**src/rtl/gpio_sp_pkg.sv**
```systemverilog
package gpio_sp_pkg;
  localparam int ADDR_W = 2;

  typedef enum logic [1:0] {
    PM_NORMAL = 2'b00,
    PM_SLEEP  = 2'b01,
    PM_STOP   = 2'b10,
    PM_WATCH  = 2'b11
  } pwr_mode_e;

  typedef enum logic [ADDR_W-1:0] {
    RA_DATA = 2'd0,
    RA_DIR  = 2'd1,
    RA_LCD  = 2'd2,
    RA_LVL  = 2'd3
  } reg_addr_e;

  typedef struct packed {
    logic      wrData;
    logic      wrDir;
    logic      wrLcd;
    logic      wrLvl;
    logic      standbyCut;
    reg_addr_e rdSel;
  } ctrl_strb_t;
endpackage

```
**src/rtl/gpio_sp_ctrl.sv**
```systemverilog
module gpio_sp_ctrl
  import gpio_sp_pkg::*;
(
  input  logic              busSel,
  input  logic              busWr,
  input  logic [ADDR_W-1:0] busAddr,
  input  logic [1:0]        pwrMode,
  input  logic              pinStateBit,
  output ctrl_strb_t        strb
);
  logic      wrHit;
  pwr_mode_e mode;
  reg_addr_e addr;

  assign wrHit = busSel & busWr;
  assign mode  = pwr_mode_e'(pwrMode);
  assign addr  = reg_addr_e'(busAddr);

  always_comb begin
    strb.wrData     = wrHit && (addr == RA_DATA);
    strb.wrDir      = wrHit && (addr == RA_DIR);
    strb.wrLcd      = wrHit && (addr == RA_LCD);
    strb.wrLvl      = wrHit && (addr == RA_LVL);
    strb.standbyCut = pinStateBit && ((mode == PM_STOP) || (mode == PM_WATCH));
    strb.rdSel      = addr;
  end
endmodule

```
**src/rtl/gpio_sp_datapath.sv**
```systemverilog
module gpio_sp_datapath
  import gpio_sp_pkg::*;
#(
  parameter int WIDTH       = 8,
  parameter int SYNC_STAGES = 2,
  parameter int LVL_BIT     = 5
) (
  input  logic             clk,
  input  logic             rstN,
  input  ctrl_strb_t       strb,
  input  logic [WIDTH-1:0] wdata,
  input  logic             lcdInCut,
  input  logic [WIDTH-1:0] periphEn,
  input  logic [WIDTH-1:0] periphOut,
  input  logic [WIDTH-1:0] periphOe,
  input  logic [WIDTH-1:0] padIn,
  output logic [WIDTH-1:0] padOut,
  output logic [WIDTH-1:0] padOe,
  output logic [WIDTH-1:0] coreIn,
  output logic [WIDTH-1:0] rdata
);
  logic [WIDTH-1:0] dataReg, dirReg, lcdReg;
  logic             lvlReg;
  logic [WIDTH-1:0] syncQ [SYNC_STAGES];
  logic [WIDTH-1:0] syncOut;
  logic [WIDTH-1:0] dataView;

  // software-visible registers; nothing here looks at the power mode
  always_ff @(posedge clk or negedge rstN) begin
    if (!rstN) begin
      dataReg <= '0;
      dirReg  <= '0;
      lcdReg  <= '0;
      lvlReg  <= 1'b0;
    end else begin
      if (strb.wrData) dataReg <= wdata;
      if (strb.wrDir)  dirReg  <= wdata;
      if (strb.wrLcd)  lcdReg  <= wdata;
      if (strb.wrLvl)  lvlReg  <= wdata[LVL_BIT];
    end
  end

  // input synchronizer chain
  always_ff @(posedge clk or negedge rstN) begin
    if (!rstN) begin
      for (int s = 0; s < SYNC_STAGES; s++) syncQ[s] <= '0;
    end else begin
      syncQ[0] <= padIn;
      for (int s = 1; s < SYNC_STAGES; s++) syncQ[s] <= syncQ[s-1];
    end
  end
  assign syncOut = syncQ[SYNC_STAGES-1];

  for (genvar i = 0; i < WIDTH; i++) begin : g_pin
    logic selOe, selOut, inBlock;
    assign selOe     = periphEn[i] ? periphOe[i]  : dirReg[i];
    assign selOut    = periphEn[i] ? periphOut[i] : dataReg[i];
    assign inBlock   = strb.standbyCut | (lcdReg[i] & lcdInCut);
    assign padOe[i]  = rstN & ~strb.standbyCut & ~lcdReg[i] & selOe;
    assign padOut[i] = ~lcdReg[i] & selOut;
    assign coreIn[i] = ~inBlock & syncOut[i];
    assign dataView[i] = dirReg[i] ? dataReg[i] : coreIn[i];
  end

  always_comb begin
    rdata = '0;
    unique case (strb.rdSel)
      RA_DATA: rdata = dataView;
      RA_DIR:  rdata = dirReg;
      RA_LCD:  rdata = lcdReg;
      RA_LVL:  rdata[LVL_BIT] = lvlReg;
      default: rdata = '0;
    endcase
  end
endmodule

```
**src/rtl/gpio_standby_port.sv**
```systemverilog
module gpio_standby_port
  import gpio_sp_pkg::*;
#(
  parameter int WIDTH       = 8,
  parameter int SYNC_STAGES = 2,
  parameter int LVL_BIT     = 5
) (
  input  logic              clk,
  input  logic              rstN,
  input  logic              busSel,
  input  logic              busWr,
  input  logic [ADDR_W-1:0] busAddr,
  input  logic [WIDTH-1:0]  busWdata,
  output logic [WIDTH-1:0]  busRdata,
  input  logic [1:0]        pwrMode,
  input  logic              pinStateBit,
  input  logic              lcdInputCut,
  input  logic [WIDTH-1:0]  periphEn,
  input  logic [WIDTH-1:0]  periphOut,
  input  logic [WIDTH-1:0]  periphOe,
  input  logic [WIDTH-1:0]  padIn,
  output logic [WIDTH-1:0]  padOut,
  output logic [WIDTH-1:0]  padOe,
  output logic [WIDTH-1:0]  coreIn
);
  ctrl_strb_t strb;

  gpio_sp_ctrl u_ctrl (
    .busSel      (busSel),
    .busWr       (busWr),
    .busAddr     (busAddr),
    .pwrMode     (pwrMode),
    .pinStateBit (pinStateBit),
    .strb        (strb)
  );

  gpio_sp_datapath #(
    .WIDTH       (WIDTH),
    .SYNC_STAGES (SYNC_STAGES),
    .LVL_BIT     (LVL_BIT)
  ) u_dp (
    .clk       (clk),
    .rstN      (rstN),
    .strb      (strb),
    .wdata     (busWdata),
    .lcdInCut  (lcdInputCut),
    .periphEn  (periphEn),
    .periphOut (periphOut),
    .periphOe  (periphOe),
    .padIn     (padIn),
    .padOut    (padOut),
    .padOe     (padOe),
    .coreIn    (coreIn),
    .rdata     (busRdata)
  );
endmodule

```
**config.mk**
```make
export PLATFORM = sky130hd
export DESIGN_NAME = gpio_standby_port
export DESIGN_NICKNAME = d
export VERILOG_FILES = /design/src/rtl/gpio_sp_pkg.sv /design/src/rtl/gpio_sp_ctrl.sv /design/src/rtl/gpio_sp_datapath.sv /design/src/rtl/gpio_standby_port.sv
export SDC_FILE = /design/constraint.sdc
export NUM_CORES = 1
export LEC_CHECK = 0
export BUFFER_PORTS_ARGS = -buffer_cell sky130_fd_sc_hd__buf_4
export CORE_MARGIN = 2
export CORE_UTILIZATION = 29
export CTS_BUF_LIST = sky130_fd_sc_hd__clkbuf_8
export CTS_CLUSTER_SIZE = 25
export DETAILED_ROUTE_END_ITERATION = 10
export SLEW_MARGIN = 30
export SYNTH_ARGS = -nofsm -noshare
export SYNTH_HDL_FRONTEND = slang
export SYNTH_SLANG_ARGS = --single-unit
```
**constraint.sdc**
```tcl
create_clock -name clk -period 1.35 [get_ports clk]
set_clock_uncertainty 0.15 [all_clocks]
set_input_delay 0.0675 -clock clk [delete_from_list [all_inputs] [get_ports clk]]
set_output_delay 0.0675 -clock clk [all_outputs]
set_load 0.03 [all_outputs]
```
-- Word-level counts from Yosys, hierarchy flattened
Index checks and enable logic that the tools add are counted.
- mux-type cells: 27
- equal/unequal tests: 5
- reductions and logical operators: 7
- bitwise operators: 67
- operators by type and width (operator ; number):
    1-bit bitwise AND ; 42
    1-bit 2-to-1 mux ; 24
    1-bit inverter ; 17
    5-bit one-hot mux with 3 select lines ; 1
    2-bit equality test (second input constant) ; 4
    1-bit bitwise OR ; 8
    2-bit one-hot mux with 3 select lines ; 1
    1-bit logical AND ; 5
    1-bit one-hot mux with 4 select lines ; 1
    2-bit by 1-bit equality test with 1-bit output (second input constant) ; 1
    2-bit logical NOT ; 1
    1-bit logical OR ; 1
- input bits: 50
- register bits after elaboration: 41
- logic and storage cells: 112
- output and inout bits: 32

-- Logic depth before layout (Yosys ltp)
- depth after elaboration: 8
- gate-level depth with buffers: 4
- mapped depth without buffers: 3

-- Cells and area by module
From an unflattened synthesis, not the netlist that was laid out.
- cell total of the unflattened synthesis: 159
- area total of the unflattened synthesis: 1976.9 um2
- modules (own cells, without submodules) (module ; area an instance (um2) ; sequential area each (um2) ; instances ; cells each):
    gpio_sp_datapath ; 1910.6 ; 1026.0 ; 1 ; 152
    gpio_sp_ctrl ; 66.3 ; 0.0 ; 1 ; 7

-- Worst setup path after synthesis
OpenSTA, ideal clock, no wires.
- path kind: in2out
- from: in pinStateBit
- to: out padOe[0]
- buffers on the path: 1
- required time: 1.133 ns
- arrival time: 1.238 ns
- slack: -0.106 ns
- cell stages on the path: 4
- path through: nand2_1 clkbuf_1 nand2_1 nor3_1
- cells in the longest elaborated chain, start to end: 5
- ends and longest elaborated chain (what ; RTL line ; text):
    from (decl) ; gpio_standby_port.sv:16 ; input logic pinStateBit,
    1-bit logical AND ; gpio_sp_ctrl.sv:24 ; strb.standbyCut = pinStateBit && ((mode == PM_STOP) || (mode == PM_WATCH));
    1-bit inverter ; gpio_sp_datapath.sv:59 ; assign padOe[i] = rstN & ~strb.standbyCut & ~lcdReg[i] & selOe;
    1-bit bitwise AND (3 in series) ; gpio_sp_datapath.sv:59 ;
    to (decl) ; gpio_standby_port.sv:23 ; output logic [WIDTH-1:0] padOe,
No other way between the ends.

-- Worst setup path in the final report
- from: reg u_dp.lcdReg[1]
- to: out busRdata[1]
- cells in the longest elaborated chain, start to end: 6
- ends and longest elaborated chain (what ; RTL line ; text):
    from (decl) ; gpio_sp_datapath.sv:22 ; logic [WIDTH-1:0] dataReg, dirReg, lcdReg;
    from (signal assigned) ; gpio_sp_datapath.sv:38 ; if (strb.wrLcd) lcdReg <= wdata;
    1-bit bitwise AND ; gpio_sp_datapath.sv:58 ; assign inBlock = strb.standbyCut | (lcdReg[i] & lcdInCut);
    1-bit bitwise OR ; gpio_sp_datapath.sv:58 ;
    1-bit inverter ; gpio_sp_datapath.sv:61 ; assign coreIn[i] = ~inBlock & syncOut[i];
    1-bit bitwise AND ; gpio_sp_datapath.sv:61 ;
    1-bit 2-to-1 mux ; gpio_sp_datapath.sv:62 ; assign dataView[i] = dirReg[i] ? dataReg[i] : coreIn[i];
    5-bit one-hot mux with 3 select lines * ; gpio_sp_datapath.sv:67 ; unique case (strb.rdSel)
    to (decl) ; gpio_standby_port.sv:14 ; output logic [WIDTH-1:0] busRdata,
Mark *: on every way between the ends. The rest lies on a longest branch, timed or not.

==> flow_summary_export.csv <==
group,metric,value,unit
status,status,"complete, but fails checks",
status,violations,"design-rule violations, negative setup slack",
setup_path,crit_buf_inv,1,
synth,synthCells,159,
sta,max_freq,627.5,MHz
global_routing,grt_pass1_wl,9280,um
setup_path,worst_path_max_delay_cell,"dfrtp_1",
setup_path,r2r_cells,2,
place,io_buffers,80,
global_routing,busiest_layer,"met2",
setup_path,r2r_slack,0.28,ns
global_routing,antenna_found_initial,0,
floorplan,die-area,7363,um^2
clock_tree,cts_buffers,5,
sta,postLayoutSetupSlackWorst,-0.2436,ns
setup_path,cp-end-kind,"primary output",
hold_path,hold_path_class,"primary input to flop",
global_routing,grt.met1_usage,20.74,%
setup_path,worstReg2RegEnd,"u_dp.lcdReg[1]",
sta,final_max_slew_viol_count,0,
sta,slew_headroom,62.17,%
synth,synth-seq-cells,41,
clock_tree,cts-htree-levels,2,
routing,drtIter0Drc,51,
floorplan,die_h,85.81,um
final_layout,antenna_cells,0,
global_routing,grt_pass1_vias,1839,
clock_tree,clock_sinks,41,
sta,setup-tns-final,-2.021,ns
synth,synthFlopType,"dfrtp_1",
routing,ant_nets,0,
sta,hold_viol,0,
setup_path,cp-start-kind,"flop",
hold_path,hold_depth,3,
setup_path,cp_data_required_time,1.13,ns
clock_tree,path_clk_slew,0.07,ns
sta,finalSetupViolCount,24,
routing,via_per_inst,4.899,
sta,rsz0062_at_grt,"yes",
place,pre_cts_ws,-0.3768,ns
routing,num_vias,1788,
sta,holdWs,0.03474,ns
pwr,power,0.004008,W
run,drv_cap,0,
setup_path,crit_type,"flop to primary output",
synth,async_reset_ff_share,100.0,%
setup_path,startpoint,"u_dp.lcdReg[1]",
sta,fin_crit_sh,118.0,%
clock_tree,root_buffer,"clkbuf_8",
final_layout,mostFrequentLayoutCell,"buf_4",
global_routing,use_met3,3.850,%
floorplan,rows,29,
clock_tree,cts_tree,"done",
synth,syn-mean-instance-area,12.21,um^2
place,place_hpwl,4043,um
global_routing,grt_start_max_net_pins,42,
pwr,p_leak,1.652,nW
synth,synth_warnings,0,
pwr,vdd_drop_max,582.9,uV
sta,min_period,1.594,ns
final_layout,syn_to_final_growth,75.89,%
synth,synth_edf_count,0,
synth,syn_nets,209,
clock_tree,clk_path_buf_depth,2,
sta,tightest_slew,0.5648,ns
floorplan,io-pin-count,82,
routing,routedWlPerCell,16.04,um
routing,firstDrtPassIters,11,
synth,synth_area,1941,um^2
global_routing,grt_usage,16.63,%
setup_path,crit_path_max_fanout,2,
hold_path,min-delay-start,"busSel",
setup_path,cp_slowest_stage_delay,0.36,ns
setup_path,cp.arrival,1.38,ns
setup_path,setup.worst_path.end,"busRdata[1]",
floorplan,core_area,6422,um^2
floorplan,die_x,85.81,um
synth,synth.distinct_cells,27,
setup_path,r2r-start,"u_dp.lcdReg[1]",
routing,wirelength,5853,um
place,globalplace.congestion,0.7645,
pwr,power_density,1174,nW/um^2
floorplan,initial_core_util,30.22,%
setup_path,path_delay_family,"flip-flops",
global_routing,gr-usage-met2,28.41,%
synth,synth-seq-area-share,52.87,%
final_layout,layout_common_cells,"70 x buf_4, 40 x dfrtp_1, 39 x buf_6",
clock_tree,clk_latency,0.29,ns
routing,drc,5,
final_layout,drive_gt1_share,61.46,%
setup_path,crit_chain,"nand2_2 -> and3_4 -> a221o_2 -> buf_6",
final_layout,fin_nets,338,
setup_path,path_depth,4,
global_routing,overflow,0,
cell usage after synthesis, drive strengths merged (2+ instances only):
library cell	number	share of area (%)
dfrtp	41	53
mux2	25	15
mux2i	16	8.3
nor2	15	3.7
nand2	14	2.7
nor3	9	2.3
and3	8	2.6
a221o	6	3.1
o211a	6	3.1
buf	3	0.90
nand4	3	1.3
clkbuf	2	0.39
nand3	2	1.2
state kept, by name (all words and copies together), names as in the netlist:
signal / flops
u_dp.dataReg: 8
u_dp.lcdReg: 8
u_dp.dirReg: 8
u_dp.lvlReg: 1
u_dp.syncQ: 8
u_dp.syncOut: 8
cell type report:
type                            count  area, um^2
Inverter                            2       7.507
Timing Repair Buffer              127        1155
Multi-Input combinational cell    111        1041
Clock inverter                      1       3.754
Tap cell                           77       96.34
Sequential cell                    41        1027
Fill cell                         593        3009
Clock buffer                        6       82.58
metal layers:
layer / wire length (um) / part of all wire, %
met5: 0 / 0
met4: 110 / 1.9
met3: 281 / 4.8
met2: 2959 / 51
met1: 2501 / 43
timing repair:
| action | CTS | global route |
|---|---|---|
| buffers inserted | 11 | 6 |
| gates cloned | 0 | 0 |
| hold buffers | 17 | 0 |
| pin swaps | 23 | 12 |
| endpoints found under the hold margin | 74 | 0 |
| resized for setup | 39 | 41 |
| endpoints found under the setup margin | 43 | 31 |
how the worst min path moves through the flow:
stage / end
2_1_floorplan: u_dp.dataReg[0]
3_3_place_gp: u_dp.dirReg[2]
3_5_place_dp: u_dp.dirReg[2]
4_1_cts: u_dp.lvlReg
5_1_grt: u_dp.lvlReg
6_report: u_dp.lvlReg
worst reg2reg max path: stages, from the launching register on:
cell and delay [ns]:
dfrtp_1 0.39, buf_4 0.16, mux2_2 0.26
through the flow:
stage | utilization [%] | area [um^2] | cells
final | 53.15 | 3413 | 365
after global routing | 53.15 | 3413 | 365
after CTS | 51.53 | 3309 | 369
after detailed placement | 44.34 | 2848 | 338
after global placement | 44.34 | 2848 | 338
after floorplan | - | 1961 | 159
where the power goes:
group	internal [W]	leakage, nW	switching, W
combinational	0.000876	1.12	0.000762
sequential	0.00142	0.485	0.000164
clock	0.000398	0.0485	0.000389
cell families (layout without fill, tap and decap cells):
| family | after synthesis | after routing | share of synthesized area [%] |
|---|---|---|---|
| buffers and inverters | 7 | 136 | 1.676 |
| muxes | 41 | 41 | 22.76 |
| and+or+nand+nor | 54 | 54 | 14.89 |
| AOI/OAI and AO/OA | 16 | 16 | 7.802 |
| DFF | 41 | 41 | 52.87 |
Note: power is estimated with default switching activity, not from simulation.
